## src/rtl/i2c_strap_pkg.sv

```systemverilog
package i2c_strap_pkg;

  // fixed upper part of the 7-bit bus address
  localparam logic [3:0] BUS_ADDR_PREFIX = 4'b0001;

  typedef enum logic [2:0] {
    ST_IDLE,
    ST_ADDR,
    ST_ADDR_ACK,
    ST_WR_BYTE,
    ST_WR_ACK,
    ST_RD_BYTE,
    ST_RD_ACK
  } tgt_state_e;

endpackage

```

## src/rtl/i2c_line_sync.sv

```systemverilog
module i2c_line_sync #(
  parameter int STAGES = 2
) (
  input  logic clk,
  input  logic rst,
  input  logic scl_in,
  input  logic sda_in,
  output logic scl_s,
  output logic sda_s,
  output logic scl_rise,
  output logic scl_fall,
  output logic start_det,
  output logic stop_det
);

  logic [STAGES-1:0] scl_chain;
  logic [STAGES-1:0] sda_chain;
  logic              scl_q;
  logic              sda_q;

  generate
    if (STAGES == 1) begin : g_single
      always_ff @(posedge clk) begin
        if (rst) begin
          scl_chain <= '1;
          sda_chain <= '1;
        end else begin
          scl_chain <= scl_in;
          sda_chain <= sda_in;
        end
      end
    end else begin : g_multi
      always_ff @(posedge clk) begin
        if (rst) begin
          scl_chain <= '1;
          sda_chain <= '1;
        end else begin
          scl_chain <= {scl_chain[STAGES-2:0], scl_in};
          sda_chain <= {sda_chain[STAGES-2:0], sda_in};
        end
      end
    end
  endgenerate

  assign scl_s = scl_chain[STAGES-1];
  assign sda_s = sda_chain[STAGES-1];

  // previous samples for edge detection
  always_ff @(posedge clk) begin
    if (rst) begin
      scl_q <= 1'b1;
      sda_q <= 1'b1;
    end else begin
      scl_q <= scl_s;
      sda_q <= sda_s;
    end
  end

  assign scl_rise  = scl_s & ~scl_q;
  assign scl_fall  = ~scl_s & scl_q;
  assign start_det = scl_s & scl_q & sda_q & ~sda_s;
  assign stop_det  = scl_s & scl_q & ~sda_q & sda_s;

endmodule

```

## src/rtl/i2c_reg_array.sv

```systemverilog
module i2c_reg_array #(
  parameter int AW = 4,
  parameter int DW = 8
) (
  input  logic          clk,
  input  logic          we,
  input  logic [AW-1:0] waddr,
  input  logic [DW-1:0] wdata,
  input  logic [AW-1:0] raddr,
  output logic [DW-1:0] rdata
);

  localparam int DEPTH = 1 << AW;

  logic [DW-1:0] mem [DEPTH];

  // write port plus registered read: block RAM friendly
  always_ff @(posedge clk) begin
    if (we) mem[waddr] <= wdata;
    rdata <= mem[raddr];
  end

endmodule

```

## src/rtl/i2c_target_fsm.sv

```systemverilog
module i2c_target_fsm
  import i2c_strap_pkg::*;
#(
  parameter int AW = 4
) (
  input  logic          clk,
  input  logic          rst,
  input  logic [2:0]    strap_addr,
  input  logic          sda_s,
  input  logic          scl_rise,
  input  logic          scl_fall,
  input  logic          start_det,
  input  logic          stop_det,
  input  logic [7:0]    rd_data,
  output logic          drive_low,
  output logic          mem_we,
  output logic [AW-1:0] mem_waddr,
  output logic [7:0]    mem_wdata,
  output logic [AW-1:0] ptr,
  output logic          ptr_load,
  output tgt_state_e    state
);

  localparam logic [AW-1:0] PTR_ONE = AW'(1);

  tgt_state_e    state_q;
  logic [3:0]    cnt_q;
  logic [7:0]    shreg_q;
  logic          full_q;
  logic          first_q;
  logic          rw_q;
  logic          nack_q;
  logic [AW-1:0] ptr_q;
  logic          drv_q;
  logic          we_q;
  logic [AW-1:0] waddr_q;
  logic [7:0]    wdata_q;
  logic          load_q;

  logic addr_hit;
  assign addr_hit = (shreg_q[7:1] == {BUS_ADDR_PREFIX, strap_addr});

  always_ff @(posedge clk) begin
    if (rst) begin
      state_q <= ST_IDLE;
      cnt_q   <= '0;
      shreg_q <= '0;
      full_q  <= 1'b0;
      first_q <= 1'b1;
      rw_q    <= 1'b0;
      nack_q  <= 1'b1;
      ptr_q   <= '0;
      drv_q   <= 1'b0;
      we_q    <= 1'b0;
      waddr_q <= '0;
      wdata_q <= '0;
      load_q  <= 1'b0;
    end else begin
      we_q   <= 1'b0;
      load_q <= 1'b0;
      if (start_det) begin
        state_q <= ST_ADDR;
        cnt_q   <= '0;
        full_q  <= 1'b0;
        first_q <= 1'b1;
        drv_q   <= 1'b0;
      end else if (stop_det) begin
        state_q <= ST_IDLE;
        full_q  <= 1'b0;
        drv_q   <= 1'b0;
      end else begin
        case (state_q)
          ST_ADDR, ST_WR_BYTE: begin
            if (scl_rise && !full_q) begin
              shreg_q <= {shreg_q[6:0], sda_s};
              cnt_q   <= cnt_q + 4'd1;
              if (cnt_q == 4'd7) full_q <= 1'b1;
            end else if (scl_fall && full_q) begin
              full_q <= 1'b0;
              cnt_q  <= '0;
              if (state_q == ST_ADDR) begin
                if (addr_hit) begin
                  rw_q    <= shreg_q[0];
                  drv_q   <= 1'b1;
                  state_q <= ST_ADDR_ACK;
                end else begin
                  state_q <= ST_IDLE;
                end
              end else begin
                drv_q   <= 1'b1;
                state_q <= ST_WR_ACK;
                if (first_q) begin
                  ptr_q   <= shreg_q[AW-1:0];
                  first_q <= 1'b0;
                  load_q  <= 1'b1;
                end else begin
                  we_q    <= 1'b1;
                  waddr_q <= ptr_q;
                  wdata_q <= shreg_q;
                  ptr_q   <= ptr_q + PTR_ONE;
                end
              end
            end
          end
          ST_ADDR_ACK: begin
            if (scl_fall) begin
              cnt_q <= '0;
              if (rw_q) begin
                shreg_q <= rd_data;
                drv_q   <= ~rd_data[7];
                state_q <= ST_RD_BYTE;
              end else begin
                drv_q   <= 1'b0;
                state_q <= ST_WR_BYTE;
              end
            end
          end
          ST_WR_ACK: begin
            if (scl_fall) begin
              drv_q   <= 1'b0;
              state_q <= ST_WR_BYTE;
            end
          end
          ST_RD_BYTE: begin
            if (scl_fall) begin
              if (cnt_q == 4'd7) begin
                drv_q   <= 1'b0;
                ptr_q   <= ptr_q + PTR_ONE;
                state_q <= ST_RD_ACK;
              end else begin
                shreg_q <= {shreg_q[6:0], 1'b0};
                drv_q   <= ~shreg_q[6];
                cnt_q   <= cnt_q + 4'd1;
              end
            end
          end
          ST_RD_ACK: begin
            if (scl_rise) begin
              nack_q <= sda_s;
            end else if (scl_fall) begin
              cnt_q <= '0;
              if (!nack_q) begin
                shreg_q <= rd_data;
                drv_q   <= ~rd_data[7];
                state_q <= ST_RD_BYTE;
              end else begin
                state_q <= ST_IDLE;
              end
            end
          end
          default: ;
        endcase
      end
    end
  end

  assign drive_low = drv_q;
  assign mem_we    = we_q;
  assign mem_waddr = waddr_q;
  assign mem_wdata = wdata_q;
  assign ptr       = ptr_q;
  assign ptr_load  = load_q;
  assign state     = state_q;

endmodule

```

## src/rtl/i2c_strap_regs.sv

```systemverilog
module i2c_strap_regs
  import i2c_strap_pkg::*;
#(
  parameter int REG_AW      = 4,
  parameter int SYNC_STAGES = 2
) (
  input  logic       clk,
  input  logic       rst,
  input  logic [2:0] strap_addr,
  input  logic       scl_in,
  input  logic       sda_in,
  output logic       sda_drive_low
);

  logic              scl_s;
  logic              sda_s;
  logic              scl_rise;
  logic              scl_fall;
  logic              start_det;
  logic              stop_det;
  logic [7:0]        rd_data;
  logic              mem_we;
  logic [REG_AW-1:0] mem_waddr;
  logic [7:0]        mem_wdata;
  logic [REG_AW-1:0] ptr;
  logic              ptr_load;
  tgt_state_e        state;

  i2c_line_sync #(.STAGES(SYNC_STAGES)) u_sync (
    .clk       (clk),
    .rst       (rst),
    .scl_in    (scl_in),
    .sda_in    (sda_in),
    .scl_s     (scl_s),
    .sda_s     (sda_s),
    .scl_rise  (scl_rise),
    .scl_fall  (scl_fall),
    .start_det (start_det),
    .stop_det  (stop_det)
  );

  i2c_target_fsm #(.AW(REG_AW)) u_fsm (
    .clk        (clk),
    .rst        (rst),
    .strap_addr (strap_addr),
    .sda_s      (sda_s),
    .scl_rise   (scl_rise),
    .scl_fall   (scl_fall),
    .start_det  (start_det),
    .stop_det   (stop_det),
    .rd_data    (rd_data),
    .drive_low  (sda_drive_low),
    .mem_we     (mem_we),
    .mem_waddr  (mem_waddr),
    .mem_wdata  (mem_wdata),
    .ptr        (ptr),
    .ptr_load   (ptr_load),
    .state      (state)
  );

  i2c_reg_array #(.AW(REG_AW), .DW(8)) u_regs (
    .clk   (clk),
    .we    (mem_we),
    .waddr (mem_waddr),
    .wdata (mem_wdata),
    .raddr (ptr),
    .rdata (rd_data)
  );

endmodule

```

## config.mk

```make
export PLATFORM = sky130hd
export DESIGN_NAME = i2c_strap_regs
export DESIGN_NICKNAME = d
export VERILOG_FILES = /design/src/rtl/i2c_strap_pkg.sv /design/src/rtl/i2c_line_sync.sv /design/src/rtl/i2c_reg_array.sv /design/src/rtl/i2c_target_fsm.sv /design/src/rtl/i2c_strap_regs.sv
export SDC_FILE = /design/constraint.sdc
export NUM_CORES = 1
export LEC_CHECK = 0
export ABC_AREA = 1
export CAP_MARGIN = 20
export CORE_ASPECT_RATIO = 0.9
export CORE_MARGIN = 5
export CORE_UTILIZATION = 45
export DETAILED_ROUTE_END_ITERATION = 6
export GPL_TIMING_DRIVEN = 0
export PLACE_DENSITY = 0.6
export SYNTH_ARGS = -nofsm -noshare
export SYNTH_HDL_FRONTEND = slang
export SYNTH_SLANG_ARGS = --single-unit
```

## constraint.sdc

```tcl
create_clock -name clk -period 1.7 [get_ports clk]
set_clock_uncertainty 0.15 [all_clocks]
set_input_delay 0.255 -clock clk [delete_from_list [all_inputs] [get_ports clk]]
set_output_delay 0.255 -clock clk [all_outputs]
set_load 0.03 [all_outputs]
```

==> metrics <==
CTS buffer count 17; Synth top area share 51.2%; pre-CTS WS -0.495 ns; Synth cell types 31; grt peak-use layer met2; global-route wire length before repair 30.2 mm; Worst Max-Slew Pin Slew a little over 0.8 ns; die area 19400 sq um; final instance area 8960 sq um; Ports 8; number of synthesized register bits 179; Startpoint Class flip-flop; input/output buffers 7; CP arrival 1.91 ns; largest net degree at the start of global routing 18; PwrDens 1420 nW/um^2; worst vdd ir a little over 0.0008 V; FMAX approximately 590 MHz; Placer Congestion about 0.95; DR iter-0 viols 525; post-layout min period ~1.7 ns; endpoints failing hold 0; Post-synth ARST share 0%; initial antenna violation count 0; Slew HR 46.0%; Mapped Cells 756; setup slack after layout -0.00391 ns; met2 usage 32.4%; vias in the first global route 5405; num rows 44; critical-path maximum fanout 7; Max-Cap Viols 0; setup violators final 1; Fillers 1403; Slew Limit Fails 0; worst hold path class input port to flip-flop; unrepaired setup endpoints after global routing yes; Total GRT Usage 20.3%; post-route ant nets 0; GR Util met3 6.09%; Final Cycle Share 100%; clock-pin slew on the worst setup and hold paths approximately 0.070 ns; CTS Hold Bufs 0; DRC Markers 0; M1 GR Usage a little over a quarter; CP Class flip-flop to flip-flop; Synth Warn # 0; share of layout cells above drive strength 1 a little under a fifth; status complete, but fails checks; area post-placement approximately 7800 sq um; ant diodes 0; DPL Wire Length 13.1 mm; Synth Flop Type edfxtp_1; Final Util 55.2%; area grow syn2layout 19.4%; later-pin clock latency in the skew report 0.43 ns; CTS sink cnt 179; Mapped Area 7510 sq um; Design Power 12.8 mW; EDFF count, synth 128; CP required ~1.9 ns; H-tree Lvls 4; final WL approximately 20 mm; Mapped Nets between 700 and 800; Avg Vias per Cell around 5.6; Avg WL per Cell between 15 and 20 um; die width approximately 150 um; Crit. End Element flip-flop; Chip Height 133 um; post-synth top area cell edfxtp_1; first-pass detailed-route iteration total 6; total grt overflow 0; CTS tree done; DR vias 5700; failing checks setup timing; Clock Tree Buf Depth 2; final layout net count 804; Clock Tree Root clkbuf_16; Initial Util 46.2%; Mapped Avg Cell Area 9.93 sq um; post-synthesis sequential area ratio 64.8%; leakage 2.90 nW; synth top area cells edfxtp_1 (51%), dfxtp_1 (14%), nor2_1 (8.0%); Placeable Area approximately 16000 sq um; Hold WS 0.245 ns
## critical path: stages, from the launching register on
cell and delay (ns):
dfxtp_4 0.43, nand2_2 0.08, nor2_4 0.24, nand2_2 0.15
nand3_4 0.13, inv_1 0.09, nand2_4 0.11, inv_4 0.05
nand2_1 0.05, nand2_1 0.04, nor2_1 0.10
## area by class of cell
cell class	instances	area, sq um	share of cell area (%)
plain buffers	31	254	2.84
clock buffers	19	433	4.83
clock inverters	13	145	1.62
inverters	44	183	2.04
multi-input cells	501	2620	29.2
flip-flops and latches	179	4890	54.6
well taps	207	259	2.89
repair buffers	21	179	2.00
## routing by layer
metal	vias up	routed length, um	share of wire, %
met2	222	9500	48
met5	-	0	0
met1	2748	8390	42
met3	35	1370	6.9
li1	2695	-	-
met4	0	511	2.6
## flip-flops by register name (all words and copies together) (netlist names)
signal / count
u_fsm.mem_waddr: 4
u_fsm.full_q: 1
u_regs.mem: 128
u_fsm.drive_low: 1
u_regs.rdata: 8
u_sync.sda_q: 1
u_fsm.mem_we: 1
u_sync.sda_chain: 2
u_fsm.mem_wdata: 8
u_sync.scl_q: 1
u_fsm.nack_q: 1
u_fsm.cnt_q: 4
u_fsm.state: 3
u_fsm.rw_q: 1
u_fsm.shreg_q: 8
u_fsm.ptr: 4
u_sync.scl_chain: 2
u_fsm.first_q: 1
## worst paths after layout
| kind | from | end | slack, ns | depth (start not counted) |
|---|---|---|---|---|
| worst max-delay path | u_fsm.state[0] | u_fsm.ptr[0] | -0.004 | 10 |
| worst min-delay path | scl_in | u_sync.scl_chain[0] | 0.25 | 2 |
| worst max register to register | u_fsm.state[0] | u_fsm.ptr[0] | -0.004 | 10 |
| worst min register to register | u_sync.sda_chain[0] | u_sync.sda_chain[1] | 0.26 | 1 |
## logic make-up (layout without fill, tap and decap cells)
| logic type | count (synthesis) | in the layout | synth area share [%] |
|---|---|---|---|
| XOR/XNOR | 2 | 2 | 0.233 |
| AO/OA/AOI/OAI | 159 | 159 | 11.8 |
| buffers and inverters | 76 | 128 | 3.92 |
| adder cells (fa/ha/maj) | 2 | 2 | 0.333 |
| flip-flops | 179 | 179 | 64.8 |
| AND/OR/NAND/NOR | 338 | 338 | 18.9 |
## power breakdown
group	internal, mW	switching, mW	leakage (nW)
logic	1.31	2.39	1.30
clock network	2.19	1.71	0.278
registers	4.91	0.254	1.32
## synthesized netlist by cell type, types with 2 or more instances
cell,count
nor2_4,3
clkbuf_1,23
buf_1,4
ha_1,2
inv_2,6
or2_2,4
nor2_2,3
inv_1,37
nand3_1,38
o211ai_1,33
dfxtp_1,51
a21oi_1,21
edfxtp_1,128
nand2_1,112
nor3_1,2
nor2_1,159
o21ai_0,101
buf_2,4
nand4_1,5
nand3b_1,9
## cell usage in the layout, fill, tap and decap left out, types with 18 or more instances in the layout
cell type  synthesis  routed
a21oi_1           21      20
dfxtp_1           51      41
edfxtp_1         128     128
inv_1             37      36
nand2_1          112     105
nand3_1           38      28
nor2_1           159     131
nor2_2             3      18
o211ai_1          33      33
o21ai_0          101      80
o21ai_1            1      20
## stage by stage
stage	instances	TNS [ns]
2_1_floorplan	756	0
3_3_place_gp	970	-12.27
3_5_place_dp	970	-15.96
4_1_cts	1007	-5.04
5_1_grt	1015	-0.495
6_report	1015	-0.00391
## timing repair
action / CTS / global route
pin swaps: 6 / 22
gates cloned: 1 / 1
gates resized for setup: 67 / 120
setup endpoints to repair: 121 / 96
setup buffers: 4 / 9
hold endpoints to repair: 0 / 0
No activity file was read; power rests on OpenSTA's default activity.
